**config.mk**
```make
export PLATFORM = sky130hd
export DESIGN_NAME = mmio_uart
export DESIGN_NICKNAME = d
export VERILOG_FILES = /design/src/rtl/mmio_uart.sv
export SDC_FILE = /design/constraint.sdc
export NUM_CORES = 1
export LEC_CHECK = 0
export BUFFER_PORTS_ARGS = -buffer_cell sky130_fd_sc_hd__buf_2
export CAP_MARGIN = 20
export CORE_ASPECT_RATIO = 1.2
export CORE_MARGIN = 2
export CORE_UTILIZATION = 56
export DETAILED_ROUTE_END_ITERATION = 7
export PLACE_DENSITY = 0.86
export SYNTH_ARGS = -nofsm -noshare
export SYNTH_HDL_FRONTEND = slang
export SYNTH_SLANG_ARGS = --single-unit
```
**constraint.sdc**
```tcl
create_clock -name clk -period 4.2 [get_ports clk]
set_clock_uncertainty 0.1 [all_clocks]
set_input_delay 0.42 -clock clk [delete_from_list [all_inputs] [get_ports clk]]
set_output_delay 0.42 -clock clk [all_outputs]
set_load 0.03 [all_outputs]
```
**src/rtl/mmio_uart.sv**
```systemverilog
module mmio_uart #(
  parameter int DEPTH = 16,
  parameter logic [15:0] BGEN_RST = 16'd54,
  parameter logic [7:0] BDIV_RST = 8'd15
) (
  input  logic        clk,
  input  logic        rst_n,
  input  logic        wr_en,
  input  logic        rd_en,
  input  logic [5:0]  addr,
  input  logic [31:0] wdata,
  output logic [31:0] rdata,
  output logic        txd,
  input  logic        rxd
);
  localparam int AW = $clog2(DEPTH);
  localparam int CW = AW + 1;

  logic [3:0] wa;
  assign wa = addr[5:2];
  logic ctrl_wr, data_wr, data_rd;
  assign ctrl_wr = wr_en && wa == 4'd0;
  assign data_wr = wr_en && wa == 4'd12;
  assign data_rd = rd_en && wa == 4'd12;

  logic unused_ok;
  assign unused_ok = ^{wdata[31:16], addr[1:0]};

  logic rx_en, tx_en, txrst_p, rxrst_p;
  logic [10:0] mode_q;
  logic [15:0] bgen_q;
  logic [7:0]  bdiv_q;

  always_ff @(posedge clk or negedge rst_n) begin
    if (!rst_n) begin
      rx_en <= 1'b0; tx_en <= 1'b0; txrst_p <= 1'b0; rxrst_p <= 1'b0;
      mode_q <= '0; bgen_q <= BGEN_RST; bdiv_q <= BDIV_RST;
    end else begin
      txrst_p <= 1'b0;
      rxrst_p <= 1'b0;
      if (ctrl_wr) begin
        rxrst_p <= wdata[0];
        txrst_p <= wdata[1];
        rx_en   <= wdata[2];
        tx_en   <= wdata[4];
      end
      if (wr_en && wa == 4'd1)  mode_q <= wdata[10:0];
      if (wr_en && wa == 4'd6)  bgen_q <= wdata[15:0];
      if (wr_en && wa == 4'd13) bdiv_q <= wdata[7:0];
    end
  end

  logic [15:0] bcnt;
  logic tick;
  assign tick = (bgen_q == 16'd0) || (bcnt >= bgen_q - 16'd1);
  always_ff @(posedge clk or negedge rst_n)
    if (!rst_n) bcnt <= '0;
    else bcnt <= tick ? '0 : bcnt + 16'd1;

  // transmit queue and shifter
  logic [7:0] tx_mem [DEPTH];
  logic [CW-1:0] tx_wp, tx_rp, tx_cnt;
  logic tx_full, tx_empty, tx_push, tx_load, tx_end, tx_busy;
  logic [9:0] tx_sh;
  logic [3:0] tx_bit;
  logic [7:0] tx_sc;

  assign tx_cnt   = tx_wp - tx_rp;
  assign tx_full  = tx_cnt == CW'(DEPTH);
  assign tx_empty = tx_cnt == '0;
  assign tx_push  = data_wr && !tx_full && !txrst_p;
  assign tx_end   = tx_busy && tick && tx_sc == bdiv_q && tx_bit == 4'd9;
  assign tx_load  = tx_en && !tx_empty && !txrst_p && (!tx_busy || tx_end);
  assign txd      = tx_busy ? tx_sh[0] : 1'b1;

  always_ff @(posedge clk)
    if (tx_push) tx_mem[tx_wp[AW-1:0]] <= wdata[7:0];

  always_ff @(posedge clk or negedge rst_n) begin
    if (!rst_n) begin
      tx_wp <= '0; tx_rp <= '0;
    end else if (txrst_p) begin
      tx_wp <= '0; tx_rp <= '0;
    end else begin
      if (tx_push) tx_wp <= tx_wp + CW'(1);
      if (tx_load) tx_rp <= tx_rp + CW'(1);
    end
  end

  always_ff @(posedge clk or negedge rst_n) begin
    if (!rst_n) begin
      tx_busy <= 1'b0; tx_sh <= '1; tx_bit <= '0; tx_sc <= '0;
    end else if (txrst_p) begin
      tx_busy <= 1'b0; tx_sh <= '1; tx_bit <= '0; tx_sc <= '0;
    end else if (tx_load) begin
      tx_busy <= 1'b1;
      tx_sh   <= {1'b1, tx_mem[tx_rp[AW-1:0]], 1'b0};
      tx_bit  <= '0;
      tx_sc   <= '0;
    end else if (tx_busy && tick) begin
      if (tx_sc == bdiv_q) begin
        tx_sc  <= '0;
        tx_bit <= tx_bit + 4'd1;
        tx_sh  <= {1'b1, tx_sh[9:1]};
        if (tx_bit == 4'd9) tx_busy <= 1'b0;
      end else begin
        tx_sc <= tx_sc + 8'd1;
      end
    end
  end

  // receive sampler and queue
  logic rx_s1, rx_s2, rx_prev, rx_busy, rx_mid;
  logic [3:0] rx_bit;
  logic [7:0] rx_sc, rx_sh;
  logic [7:0] rx_mem [DEPTH];
  logic [CW-1:0] rx_wp, rx_rp, rx_cnt;
  logic rx_full, rx_empty, rx_push, rx_pop;

  assign rx_cnt   = rx_wp - rx_rp;
  assign rx_full  = rx_cnt == CW'(DEPTH);
  assign rx_empty = rx_cnt == '0;
  assign rx_mid   = rx_busy && tick && rx_sc == (bdiv_q >> 1);
  assign rx_push  = rx_mid && rx_bit == 4'd9 && rx_s2 && !rx_full && !rxrst_p;
  assign rx_pop   = data_rd && !rx_empty && !rxrst_p;

  always_ff @(posedge clk or negedge rst_n) begin
    if (!rst_n) begin
      rx_s1 <= 1'b1; rx_s2 <= 1'b1; rx_prev <= 1'b1;
    end else begin
      rx_s1 <= rxd; rx_s2 <= rx_s1; rx_prev <= rx_s2;
    end
  end

  always_ff @(posedge clk or negedge rst_n) begin
    if (!rst_n) begin
      rx_busy <= 1'b0; rx_bit <= '0; rx_sc <= '0; rx_sh <= '0;
    end else if (rxrst_p || !rx_en) begin
      rx_busy <= 1'b0; rx_bit <= '0; rx_sc <= '0;
    end else if (!rx_busy) begin
      if (rx_prev && !rx_s2) begin
        rx_busy <= 1'b1; rx_bit <= '0; rx_sc <= '0;
      end
    end else if (tick) begin
      if (rx_mid) begin
        if (rx_bit == 4'd0 && rx_s2) rx_busy <= 1'b0;
        if (rx_bit >= 4'd1 && rx_bit <= 4'd8) rx_sh <= {rx_s2, rx_sh[7:1]};
        if (rx_bit == 4'd9) rx_busy <= 1'b0;
      end
      if (rx_sc == bdiv_q) begin
        rx_sc  <= '0;
        rx_bit <= rx_bit + 4'd1;
      end else begin
        rx_sc <= rx_sc + 8'd1;
      end
    end
  end

  always_ff @(posedge clk)
    if (rx_push) rx_mem[rx_wp[AW-1:0]] <= rx_sh;

  always_ff @(posedge clk or negedge rst_n) begin
    if (!rst_n) begin
      rx_wp <= '0; rx_rp <= '0;
    end else if (rxrst_p) begin
      rx_wp <= '0; rx_rp <= '0;
    end else begin
      if (rx_push) rx_wp <= rx_wp + CW'(1);
      if (rx_pop)  rx_rp <= rx_rp + CW'(1);
    end
  end

  always_ff @(posedge clk or negedge rst_n) begin
    if (!rst_n) rdata <= '0;
    else if (rd_en) begin
      case (wa)
        4'd0:  rdata <= {27'b0, tx_en, 1'b0, rx_en, txrst_p, rxrst_p};
        4'd1:  rdata <= {21'b0, mode_q};
        4'd6:  rdata <= {16'b0, bgen_q};
        4'd11: rdata <= {20'b0, tx_busy, 6'b0, tx_full, 2'b0, rx_empty, 1'b0};
        4'd12: rdata <= rx_pop ? {24'b0, rx_mem[rx_rp[AW-1:0]]} : 32'b0;
        4'd13: rdata <= {24'b0, bdiv_q};
        default: rdata <= '0;
      endcase
    end
  end
endmodule

```
==> flow_metrics.py <==
metrics = {
    "status": {
        "status": "complete, but fails checks",
        "violations": "setup timing",
    },
    "sta": {
        "setup_violations": 110,
        "finalCritPeriodShare": 1.04,
        "fmax_mhz": 229,
        "worst_pin_slew_ns": 0.973,
        "maxSlewHeadroom": 0.349,
        "hold_viol": 0,
        "final_max_slew_viol_count": 0,
        "fin_hold_ws_ns": 0.0194,
        "layout_setup_ws_ns": -0.170,
        "rsz0062_at_grt": "yes",
        "min_period_ns": 4.37,
    },
    "placed_design": {
        "dp_hpwl_mm": 25.6,
        "io_buffers": 41,
        "placed_area_um2": 18600,
        "gp_congestion": 0.857,
    },
    "logic_synthesis": {
        "ys.flop_type": "edfxtp_1",
        "muxShareOfSynthArea": 0.134,
        "ys_ff_latch": 393,
        "synth_edf_count": 256,
        "synth_cells": 1180,
        "syn_area_um2": 17600,
        "synth_compound_area_frac": 0.0534,
        "async_reset_ff_frac": 0.349,
        "synth_top_family_by_area": "multiplexers",
        "synth_cell_types": 68,
        "synth_top_cells_by_count": "edfxtp_1 (256), dfrtp_1 (117), nor2_1 (82)",
        "yosys.area_share.simple": 0.0841,
        "synth-xor-area-share": 0.0336,
        "ys_seq_area_frac": 0.632,
        "yosysTopAreaCell": "edfxtp_1",
        "synth_area_per_cell_um2": 14.9,
        "synth_warnings": 0,
        "synth.most_common_cell": "edfxtp_1",
        "netlist_top_cells_area": "edfxtp_1 (44%), dfrtp_1 (17%), mux4_2 (10%), ha_1 (3.2%), mux2_2 (3.0%)",
        "synth_top_area_share": 0.436,
        "synth_fa_ha_area_frac": 0.0320,
    },
    "routing": {
        "drcViolationCount": 0,
        "wl_met2_mm": 20.5,
        "met3WireLength_mm": 2.04,
        "ant_nets": 0,
        "viasPerCell": 6.20,
        "wire_per_inst_um": 23.2,
        "top_layer": "met4",
        "wl_mm": 39.3,
        "drt_iter0_markers": 1118,
        "firstDrtPassIters": 7,
        "dr_total_vias": 10500,
        "met1_length_mm": 15.0,
    },
    "power": {
        "internal-power_w": 0.00768,
        "worst_ir_drop_vdd_uv": 502,
        "combPwrFrac": 0.197,
        "p_sw_w": 0.00285,
        "power.density_nw_per_um2": 524,
        "seqPwrFrac": 0.443,
        "power_frac_clock": 0.360,
        "cellLeakagePower_nw": 7.48,
        "switching_share": 0.270,
    },
    "clocking": {
        "cts.clk_slew.worst_paths_ns": 0.06,
        "cts_tree": "done",
        "clk_path_buf_depth": 3,
        "ctsRootBufferMaster": "clkbuf_16",
        "clk_latency_ns": 0.55,
        "htreeDepth": 2,
        "cts_inserted_buffers": 39,
        "clock_sinks": 393,
    },
    "critical_path": {
        "cp_max_fo": 8,
        "crit_family": "simple AND/OR/NAND/NOR gates",
        "crit_required_ns": 4.31,
        "setup.worst_path.end_class": "flip-flop",
        "start_kind": "flip-flop",
        "worst_path_max_delay_cell": "or4_4",
        "crit_top_cell": "or4_4",
        "crit_buf_inv": 0,
        "criticalPathCategory": "flip-flop to flip-flop",
        "crit_chain": "or4_4 -> or4_4 -> nor2_1 -> xnor2_1 -> ha_1 -> nand4_1 -> nor4_2 -> a31oi_1 -> and3_4 -> a2111o_1 -> or4_4 -> nor2_4",
        "cp.arrival_ns": 4.48,
        "cp_slowest_stage_delay_ns": 0.55,
        "r2r_slack_ns": -0.17,
    },
    "floorplan": {
        "num_io_pins": 76,
        "coreArea_um2": 31200,
        "die_h_um": 198,
        "row_count": 71,
        "die_w_um": 166,
        "start_util": 0.565,
        "dieArea_um2": 32900,
    },
    "hold_path": {
        "min-delay-path-class": "input port to flip-flop",
    },
    "finish": {
        "final_area_um2": 20100,
        "drive_gt1_frac": 0.266,
        "syn_to_final_growth_pct": 14.1,
        "layout.nets": 1350,
        "antenna_cells": 0,
        "fillers": 2058,
    },
    "run": {
        "maxCapViolations": 0,
    },
    "grt": {
        "grt_pass1_wl_mm": 61.2,
        "grt_pass1_vias": 10800,
        "antenna_found_initial": 0,
        "grt_max_degree": 85,
        "overflow": 0,
        "grt_use_total": 0.242,
    },
}
==> power by group through the flow <==
stage	logic (W)	clock network [W]	registers [W]
floorplan	0.00157	0	0.00465
global placement	0.00193	0	0.00471
detailed placement	0.00203	0	0.00473
CTS	0.00207	0.00382	0.00465
global route	0.00226	0.00397	0.00469
finish	0.00207	0.00379	0.00466
==> placed cells by master (no fill, tap or decap), drive strengths merged, types with 31 or more instances in the layout <==
master / count
xor2: 31
nor2: 82
ha: 45
xnor2: 34
mux2: 47
clkbuf: 57
nand2: 34
dfrtp: 117
inv: 61
edfxtp: 256
nand3: 37
buf: 88
o21ai: 43
mux4: 80
==> per-stage QoR <==
step | power [W] | cells | setup WS, ns | setup TNS, ns | utilization
after floorplan | 0.00622 | 1195 | -0.0281 | -0.353 | -
after global placement | 0.00664 | 1619 | -0.0746 | -2.40 | 0.597
after detailed placement | 0.00676 | 1619 | -0.164 | -10.10 | 0.597
after CTS | 0.0105 | 1698 | -0.116 | -6.92 | 0.647
after global routing | 0.0109 | 1694 | -0.336 | -29.33 | 0.644
final | 0.0105 | 1694 | -0.170 | -9.50 | 0.644
==> per-layer routing <==
metal | GRT usage | vias to the layer above
li1 | - | 4627
met1 | 0.296 | 5335
met2 | 0.432 | 428
met3 | 0.0334 | 110
met4 | 0.108 | 0
met5 | 0 | -
==> kinds of logic after synthesis <==
family,count (synthesis)
xor gates and xnor gates,66
adders and majority gates,45
muxes,130
AOI/OAI and AO/OA,136
and+or+nand+nor,286
buffers and inverters,123
other,1
DFF,393
==> cell type report <==
class / instances / area [um2] / area share
multi-input cells: 679 / 6160 / 0.307
well taps: 401 / 502 / 0.0250
flip-flops and latches: 393 / 11100 / 0.555
clock inverters: 15 / 253 / 0.0126
inverters: 59 / 221 / 0.0110
clock buffers: 57 / 1160 / 0.0580
repair buffers: 90 / 651 / 0.0324
==> sequential cells by signal (all words and copies together) (netlist names), 4 cells and up <==
register / cells
bcnt: 16
bdiv_q: 8
bgen_q: 16
mode_q: 11
rdata: 16
rx_bit: 4
rx_mem: 128
rx_rp: 5
rx_sc: 8
rx_sh: 8
rx_wp: 5
tx_bit: 4
tx_mem: 128
tx_rp: 5
tx_sc: 8
tx_sh: 9
tx_wp: 5
==> final timing paths <==
| path | to | cells past startpoint | start |
|---|---|---|---|
| setup reg to reg | rx_mem[15][3] | 12 | bgen_q[8] |
| min in group asynchronous | rx_sh[4] | 2 | rst_n |
| max in group asynchronous | bcnt[10] | 3 | rst_n |
| hold / removal | bgen_q[15] | 2 | wdata[15] |
| setup / recovery | rx_mem[15][3] | 12 | bgen_q[8] |
| hold reg to reg | rx_s2 | 0 | rx_s1 |
==> repair_timing <==
item,4_1_cts,5_1_grt
endpoints found under the hold margin,63,0
resized for setup,11,7
setup endpoints to repair,128,143
hold buffers,2,0
buffers inserted,5,2
pin swaps,6,4
No activity file was read; power rests on OpenSTA's default activity.
